## src/rtl/pq_esc_pkg.sv

```systemverilog
package pq_esc_pkg;

    typedef enum logic [1:0] {
        OP_NONE = 2'd0,
        OP_READ = 2'd1,
        OP_EOI  = 2'd2,
        OP_SET  = 2'd3
    } op_e;

    typedef struct packed {
        op_e        op;
        logic [1:0] val;
    } acc_t;

    localparam logic [1:0] PQ_IDLE = 2'b00;
    localparam logic [1:0] PQ_OFF  = 2'b01;
    localparam logic [1:0] PQ_PEND = 2'b10;
    localparam logic [1:0] PQ_BOTH = 2'b11;

    localparam logic [3:0] NIB_EOI_LD = 4'h0;
    localparam logic [3:0] NIB_EOI_ST = 4'h4;
    localparam logic [3:0] NIB_READ   = 4'h8;

endpackage

```

## src/rtl/pq_decode.sv

```systemverilog
module pq_decode
    import pq_esc_pkg::*;
#(
    parameter int                 NUM_SRC    = 8,
    parameter int                 SRC_W      = 3,
    parameter int                 PAGE_SHIFT = 12,
    parameter logic [NUM_SRC-1:0] STEOI_MASK = '0,
    localparam int                ADDR_W     = SRC_W + PAGE_SHIFT
) (
    input  logic               req_i,
    input  logic               req_we_i,
    input  logic [ADDR_W-1:0]  req_addr_i,
    output acc_t               acc_o,
    output logic [NUM_SRC-1:0] hit_o,
    output logic               load_o,
    output logic               idx_ok_o,
    output logic [SRC_W-1:0]   idx_o
);

    logic [3:0] nib;

    always_comb begin
        nib      = req_addr_i[11:8];
        idx_o    = req_addr_i[PAGE_SHIFT +: SRC_W];
        idx_ok_o = ({1'b0, idx_o} < (SRC_W+1)'(NUM_SRC));
        acc_o    = '{op: OP_NONE, val: 2'b00};
        hit_o    = '0;
        load_o   = req_i && !req_we_i;
        if (req_i && idx_ok_o) begin
            if (!req_we_i) begin
                if (nib == NIB_EOI_LD) begin
                    acc_o.op = OP_EOI;
                end else if (nib[3:2] == 2'b11) begin
                    acc_o.op  = OP_SET;
                    acc_o.val = nib[1:0];
                end else begin
                    acc_o.op = OP_READ;
                end
            end else if (nib == NIB_EOI_ST && STEOI_MASK[idx_o]) begin
                acc_o.op = OP_EOI;
            end
            if (acc_o.op != OP_NONE) begin
                hit_o[idx_o] = 1'b1;
            end
        end
    end

endmodule

```

## src/rtl/pq_cell.sv

```systemverilog
module pq_cell
    import pq_esc_pkg::*;
#(
    parameter bit IS_LEVEL = 1'b0
) (
    input  logic [1:0] pq_q,
    input  logic       hit_i,
    input  acc_t       acc_i,
    input  logic       trig_i,
    output logic [1:0] pq_d,
    output logic       fwd_o
);

    logic [1:0] mid;
    logic       eoi_fwd;
    logic       trig_fwd;

    always_comb begin
        // access stage
        mid     = pq_q;
        eoi_fwd = 1'b0;
        if (hit_i) begin
            case (acc_i.op)
                OP_EOI: begin
                    if (IS_LEVEL) begin
                        if (pq_q != PQ_OFF) mid = PQ_IDLE;
                    end else if (pq_q == PQ_PEND) begin
                        mid = PQ_IDLE;
                    end else if (pq_q == PQ_BOTH) begin
                        mid     = PQ_PEND;
                        eoi_fwd = 1'b1;
                    end
                end
                OP_SET:  mid = acc_i.val;
                default: ;
            endcase
        end
        // trigger stage, against the post-access state
        pq_d     = mid;
        trig_fwd = 1'b0;
        if (trig_i) begin
            case (mid)
                PQ_IDLE: begin
                    pq_d     = PQ_PEND;
                    trig_fwd = 1'b1;
                end
                PQ_PEND, PQ_BOTH: pq_d = PQ_BOTH;
                default: ;
            endcase
        end
        fwd_o = eoi_fwd || trig_fwd;
    end

endmodule

```

## src/rtl/notify_arb.sv

```systemverilog
module notify_arb #(
    parameter int N = 8,
    parameter int W = 3
) (
    input  logic [N-1:0] req_i,
    output logic         vld_o,
    output logic [W-1:0] idx_o,
    output logic [N-1:0] grant_o
);

    always_comb begin
        vld_o   = 1'b0;
        idx_o   = '0;
        grant_o = '0;
        for (int i = 0; i < N; i++) begin
            if (req_i[i] && !vld_o) begin
                vld_o      = 1'b1;
                idx_o      = W'(i);
                grant_o[i] = 1'b1;
            end
        end
    end

endmodule

```

## src/rtl/pq_event_ctrl.sv

```systemverilog
module pq_event_ctrl
    import pq_esc_pkg::*;
#(
    parameter int                 NUM_SRC    = 8,
    parameter int                 PAGE_SHIFT = 12,
    parameter logic [NUM_SRC-1:0] LEVEL_MASK = NUM_SRC'('hC0),
    parameter logic [NUM_SRC-1:0] STEOI_MASK = NUM_SRC'('h0F),
    localparam int                SRC_W      = (NUM_SRC > 1) ? $clog2(NUM_SRC) : 1,
    localparam int                ADDR_W     = SRC_W + PAGE_SHIFT
) (
    input  logic               clk,
    input  logic               rst_n,
    input  logic [NUM_SRC-1:0] src_i,
    input  logic               req_i,
    input  logic               req_we_i,
    input  logic [ADDR_W-1:0]  req_addr_i,
    output logic               rsp_vld_o,
    output logic [1:0]         rsp_data_o,
    output logic               notify_vld_o,
    output logic [SRC_W-1:0]   notify_idx_o
);

    typedef struct packed {
        logic [NUM_SRC-1:0][1:0] pq;
        logic [NUM_SRC-1:0]      pend;
        logic                    rsp_vld;
        logic [1:0]              rsp_data;
    } state_t;

    state_t st_d, st_q;

    acc_t                    acc;
    logic [NUM_SRC-1:0]      hit;
    logic                    load;
    logic                    idx_ok;
    logic [SRC_W-1:0]        idx;
    logic [NUM_SRC-1:0][1:0] pq_nx;
    logic [NUM_SRC-1:0]      fwd;
    logic [NUM_SRC-1:0]      grant;
    logic [NUM_SRC-1:0][1:0] pq_q;

    assign pq_q = st_q.pq;

    pq_decode #(
        .NUM_SRC   (NUM_SRC),
        .SRC_W     (SRC_W),
        .PAGE_SHIFT(PAGE_SHIFT),
        .STEOI_MASK(STEOI_MASK)
    ) u_dec (
        .req_i     (req_i),
        .req_we_i  (req_we_i),
        .req_addr_i(req_addr_i),
        .acc_o     (acc),
        .hit_o     (hit),
        .load_o    (load),
        .idx_ok_o  (idx_ok),
        .idx_o     (idx)
    );

    for (genvar g = 0; g < NUM_SRC; g++) begin : g_src
        pq_cell #(
            .IS_LEVEL(LEVEL_MASK[g])
        ) u_cell (
            .pq_q  (st_q.pq[g]),
            .hit_i (hit[g]),
            .acc_i (acc),
            .trig_i(src_i[g]),
            .pq_d  (pq_nx[g]),
            .fwd_o (fwd[g])
        );
    end

    notify_arb #(
        .N(NUM_SRC),
        .W(SRC_W)
    ) u_arb (
        .req_i  (st_q.pend),
        .vld_o  (notify_vld_o),
        .idx_o  (notify_idx_o),
        .grant_o(grant)
    );

    always_comb begin
        st_d          = st_q;
        st_d.pq       = pq_nx;
        st_d.pend     = (st_q.pend & ~grant) | fwd;
        st_d.rsp_vld  = load;
        st_d.rsp_data = (load && idx_ok) ? st_q.pq[idx] : 2'b00;
    end

    always_ff @(posedge clk) begin
        if (!rst_n) begin
            st_q <= '0;
        end else begin
            st_q <= st_d;
        end
    end

    assign rsp_vld_o  = st_q.rsp_vld;
    assign rsp_data_o = st_q.rsp_data;

endmodule

```

## config.mk

```make
export PLATFORM = sky130hd
export DESIGN_NAME = pq_event_ctrl
export DESIGN_NICKNAME = d
export VERILOG_FILES = /design/src/rtl/pq_esc_pkg.sv /design/src/rtl/pq_decode.sv /design/src/rtl/pq_cell.sv /design/src/rtl/notify_arb.sv /design/src/rtl/pq_event_ctrl.sv
export SDC_FILE = /design/constraint.sdc
export NUM_CORES = 1
export LEC_CHECK = 0
export BUFFER_PORTS_ARGS = -buffer_cell sky130_fd_sc_hd__buf_4
export CAP_MARGIN = 20
export CORE_AREA = 2 2 44 76
export DETAILED_ROUTE_END_ITERATION = 8
export DIE_AREA = 0 0 46 78
export GPL_ROUTABILITY_DRIVEN = 0
export PLACE_DENSITY_LB_ADDON = 0.3
export SYNTH_ARGS = -nofsm -noshare
export SYNTH_HDL_FRONTEND = slang
export SYNTH_SLANG_ARGS = --single-unit
```

## constraint.sdc

```tcl
create_clock -name clk -period 5.15 [get_ports clk]
set_clock_uncertainty 0.05 [all_clocks]
set_input_delay 1.2875 -clock clk [delete_from_list [all_inputs] [get_ports clk]]
set_output_delay 1.2875 -clock clk [all_outputs]
set_load 0.01 [all_outputs]
```

==> impl_metrics.ini, run 1 <==
[drt]
dr.pass1.iters = 4
initialDrtViolationCount = 63
drc = 0
vias_per_cell = 6.50
vias = 1663
antenna_left = 0
drt-total-wl_um = 4050
routedWlPerCell_um = 15.8

[power_and_ir_drop]
clkPwrFrac_pct = 25.9
swShare_pct = 31.2
vdd_drop_max_mv = 0.186
p_per_area_nw_per_um2 = 258
power_leakage_nw = 0.717
p_comb_share_pct = 24.3
p_int_uw = 338
netSwitchingPower_uw = 154
total_power_uw = 492
seqPwrFrac_pct = 49.8

[setup_path]
crit_arrival_ns = 3.31
timing.rr.start = st_q[4]
r2r_end = st_q[10]
reg2reg_depth = 4
path_cells = buf_4, and3b_2, o211ai_2, o211ai_1, a21oi_1, or3b_1, a31oi_1
crit_family = compound AO/OA/AOI/OAI gates
cp_slowest_stage_delay_ns = 0.67
path_max_fanout = 19
critical_path_buf_inv_count = 1
cp-startpoint = req_addr_i[14]
crit_required_ns = 5.31
crit_type = input port to flip-flop
slowest_stage = o211ai_2
crit_path_end_kind = flip-flop
rrSetupSlack_ns = 3.51
critPathLaunchType = input port

[sta]
period_needed_ns = 3.15
post-route-worst-setup-slack_ns = 2.00
setup_viol = 0
grt_setup_unrepaired = no
finalCritPeriodShare_pct = 61.2
hold_slack_ns = 0.465
slew_viol_final = 0
final_hold_viol_count = 0
max-slew-margin-rel_pct = 45.3
max_freq_ghz = 0.317
tightest_slew_ns = 0.818
tns_ns = 0

[cts]
clockBufferDepth = 2
htreeDepth = 1
cts_root_buffer = clkbuf_8
clk_pin_slew_ns = 0.10
post_cts_resized = 0
insertion_delay_ns = 0.28
hold_buffers = 0
cts_tree = yes
cts_sinks = 27
numCtsBuffers = 3
post_cts_buffers = 0

[cells_and_area]
syn_to_final_growth_pct = 12.9
final_nets = 256
fillCellCount = 273
n_antenna_cell = 0
drive_gt1_share_pct = 19.3

[min_path]
whs_path_depth = 2
min_to = st_q[10]
min_path_type = flip-flop to flip-flop
hold_start = st_q[10]

[synthesis]
synth_seq_cells = 27
netlist_area_um2 = 1690
synth_common_cells = 27 x dfxtp_1, 23 x nand2_1, 19 x nor2_1
synthTopCellsByArea = dfxtp_1 32%, mux4_2 5.3%, nand2_1 5.1%
synth.distinct_cells = 49
syn_nets = 235
synth.most_common_cell = dfxtp_1
ys_seq_area_share_pct = 32.0
ys.flop_type = dfxtp_1
yosys_warnings = 0
synthArstFlopShare_pct = 0
synth_top_area_share_pct = 32.0
synth-edff-count = 0
syn_inst = 208
synth_top_area_cell = dfxtp_1
syn_avg_cell_area_um2 = 8.13

[grt]
grt_pass1_wl_um = 6680
grt_max_degree = 20
antenna_found_initial = 0
grt_pass1_vias = 1506
grt_usage_pct = 24.6
grt.overflow.total = 0

[placement]
dp_hpwl_um = 3010
io_buffer_count = 25
dp_slack_ns = 1.72

[floorplanning]
start_util_pct = 57.7
fp.dieArea_um2 = 3590
fp.dieW_um = 46
ioPinCount = 34
num_rows = 26
core_area_um2 = 2930
fp.dieH_um = 78

[run]
max_cap_violations = 0

[run_status]
status = finished clean
[metrics by stage]
stage | util [%] | instances | cell area (µm²)
3_3_place_gp | 63.6 | 252 | 1860
6_report | 65.2 | 256 | 1910
5_1_grt | 65.2 | 256 | 1910
4_1_cts | 65.2 | 256 | 1910
2_1_floorplan | - | 208 | 1690
3_5_place_dp | 63.6 | 252 | 1860
[worst reg2reg max path, cell delays in order, from the launching register on]
cell	delay, ns
dfxtp_1	0.38
or4_1	0.60
nand2b_1	0.23
o21ai_0	0.15
o32ai_1	0.10
[power by group through the flow]
stage                     clock network (mW)  logic [mW]  registers, mW
final                                  0.128       0.120          0.245
after global routing                   0.137       0.133          0.247
after CTS                              0.129       0.120          0.244
after detailed placement                   0       0.119          0.249
after global placement                     0       0.117          0.249
after floorplan                            0      0.0816          0.243
[layout by cell type, fill, tap and decap left out, drive strengths merged, types with 3 or more instances in the layout]
| cell | count |
|---|---|
| nand2 | 23 |
| o211ai | 8 |
| nor2 | 19 |
| inv | 12 |
| mux4 | 4 |
| clkbuf | 3 |
| o31ai | 6 |
| o2bb2ai | 3 |
| nand2b | 6 |
| buf | 25 |
| nor2b | 3 |
| nor3 | 4 |
| a21oi | 17 |
| and2 | 3 |
| o21ai | 20 |
| nand4 | 3 |
| o21a | 3 |
| dfxtp | 27 |
| or3 | 6 |
| o32ai | 3 |
| nand3 | 3 |
[flip-flops by register name (all words and copies together), names as in the netlist]
signal	flops
pq_q	16
st_q	8
rsp_data_o	2
rsp_vld_o	1
[final cells by class]
cell class	count	area [µm²]	area share, %
timing repair buffer	25	188	9.84
inverter	12	45.0	2.36
clock buffer	3	41.3	2.16
sequential	27	541	28.3
multi-input combinational	160	1050	55.2
tap	28	35.0	1.84
clock inverter	1	5.00	0.262
[logic make-up after synthesis]
family / share of synthesized area (%)
AO/OA/AOI/OAI: 32.2
buffers and inverters: 5.70
flip-flops: 32.0
multiplexers: 6.51
AND/OR/NAND/NOR: 23.6
[how the worst max path moves through the flow]
stage	slack, ns	endpoint	depth (start not counted)
2_1_floorplan	2.00	pq_q[2]	7
3_3_place_gp	1.75	st_q[8]	7
3_5_place_dp	1.72	st_q[8]	7
4_1_cts	1.97	notify_idx_o[1]	4
5_1_grt	1.81	st_q[8]	7
6_report	2.00	st_q[8]	7
[metal layers]
metal  part of all wire (%)  vias up  track usage, %
li1                       -      816               -
met2                     51       43            40.4
met5                      0        -               0
met1                     41      790            30.2
met3                    3.9       14            2.56
met4                    3.4        0            12.0
No activity file was read; power rests on OpenSTA's default activity.
==> run 2, diff against run 1 <==
CORE_AREA = 2 2 46 80   (was 2 2 44 76)
DIE_AREA = 0 0 48 82   (was 0 0 46 78)
clock period = 3 ns   (was 5.15 ns; I/O delays follow)
==> run 2 against run 1 <==
Final cell count rose by 7.4%. Clock power increased by 67%. Largest cell class unchanged. Power increased by 70%. Register-to-register slack lost 2.2 ns. Die area rose by 9.7%. Critical endpoint is now notify_vld_o. Highest routed layer unchanged. Sequential power up 72%. Sequential share of layout area shrank 0.56 points. Worst setup slack lost 1.6 ns.
==> impl_metrics.ini, run 2 (synthesis results as in run 1) <==
[setup_path]
crit_type = flip-flop to output port
crit_family = simple AND/OR/NAND/NOR gates
path_max_fanout = 6
critPathLaunchType = flip-flop
slowest_stage = or4_1
critical_path_buf_inv_count = 1
rrSetupSlack_ns = 1.34
crit_required_ns = 2.20
crit_path_end_kind = output port
crit_arrival_ns = 1.80
path_cells = or4_1, nand2b_1, nand2b_1, buf_4
crit_top_cell = nand2b_1
cp_slowest_stage_delay_ns = 0.61

[run_status]
status = finished clean

[grt]
grt_pass1_vias = 1425
grt.overflow.total = 0
antenna_found_initial = 0
grt_max_degree = 17
grt_pass1_wl_um = 6510
grt_usage_pct = 22.9

[drt]
routedWlPerCell_um = 14.6
initialDrtViolationCount = 26
vias = 1588
drt-total-wl_um = 4000
drc = 0
antenna_left = 0
vias_per_cell = 5.77
dr.pass1.iters = 4

[sta]
hold_slack_ns = 0.467
tns_ns = 0
finalCritPeriodShare_pct = 86.7
max-slew-margin-rel_pct = 66.6
final_hold_viol_count = 0
max_freq_ghz = 0.384
tightest_slew_ns = 0.500
slew_viol_final = 0
period_needed_ns = 2.60
setup_viol = 0
post-route-worst-setup-slack_ns = 0.398
grt_setup_unrepaired = no

[placement]
dp_hpwl_um = 3110
dp_slack_ns = 0.191
io_buffer_count = 25

[floorplanning]
fp.dieH_um = 82
num_rows = 28
fp.dieArea_um2 = 3940
fp.dieW_um = 48
core_area_um2 = 3330
start_util_pct = 50.8
ioPinCount = 34

[run]
max_cap_violations = 0

[cells_and_area]
n_antenna_cell = 0
multi_input_area_um2 = 1050
ff_latch_area_um2 = 541
fillCellCount = 331
final_nets = 258
syn_to_final_growth_pct = 15.2
largest_register_ff_count = 16
mostFrequentLayoutCells = 27 x buf_4, 27 x dfxtp_1, 23 x nand2_1, 19 x nor2_1
drive_gt1_share_pct = 20.0

[cts]
numCtsBuffers = 3
clockBufferDepth = 2
hold_buffers = 0
cts_tree = yes
post_cts_buffers = 0
insertion_delay_ns = 0.28
cts_root_buffer = clkbuf_8
post_cts_resized = 0
htreeDepth = 1
cts_sinks = 27
clk_pin_slew_ns = 0.10

[power_and_ir_drop]
p_per_area_nw_per_um2 = 431
total_power_uw = 839
vdd_drop_max_mv = 0.334
power_leakage_nw = 0.722

[min_path]
min_path_type = flip-flop to flip-flop
-- run 2: changes by cell type in the layout (fill, tap and decap cells not counted), sizes merged --
cell / change
buf: +2
clkinvlp: +1
clkinv: -1
-- run 2: worst register-to-register path, delay by kind of cell (launching register included) --
| kind | cells | cell delay, ns |
|---|---|---|
| simple gates | 2 | 0.85 |
| compound gates | 2 | 0.26 |
| flops | 1 | 0.38 |
-- run 2: area by class of cell --
| type | count | share of cell area [%] |
|---|---|---|
| multi-input cells | 160 | 54.1 |
| clock buffers | 3 | 2.12 |
| well taps | 45 | 2.89 |
| inverters | 12 | 2.31 |
| flip-flops and latches | 27 | 27.8 |
| repair buffers | 27 | 10.4 |
| clock inverters | 1 | 0.386 |
-- run 2: final timing paths --
path / startpoint / end / cells after the start
setup / recovery: st_q[3] / notify_vld_o / 4
hold / removal: st_q[10] / st_q[10] / 2
setup reg to reg: st_q[3] / st_q[10] / 4
hold reg to reg: st_q[10] / st_q[10] / 2
-- run 2: where the power goes --
group	switching [mW]	internal, mW	total [mW]
sequential	0.0306	0.390	0.421
combinational	0.106	0.0982	0.204
clock	0.119	0.0943	0.214
total	0.256	0.583	0.839
-- run 2: layer usage --
metal	part of all wire (%)	track usage (%)	wire (µm)	vias to the layer above
li1	-	-	-	817
met1	42	25.6	1660	725
met2	52	40.0	2080	40
met3	3.9	2.86	155	6
met4	2.5	11.1	99	0
met5	0	0	0	-
-- run 2: through the flow --
stage / util, % / cell area [µm²] / std cells
5_1_grt: 58.5 / 1950 / 275
6_report: 58.5 / 1950 / 275
2_1_floorplan: - / 1690 / 208
4_1_cts: 58.5 / 1950 / 275
3_5_place_dp: 57.0 / 1900 / 271
3_3_place_gp: 57.0 / 1900 / 271
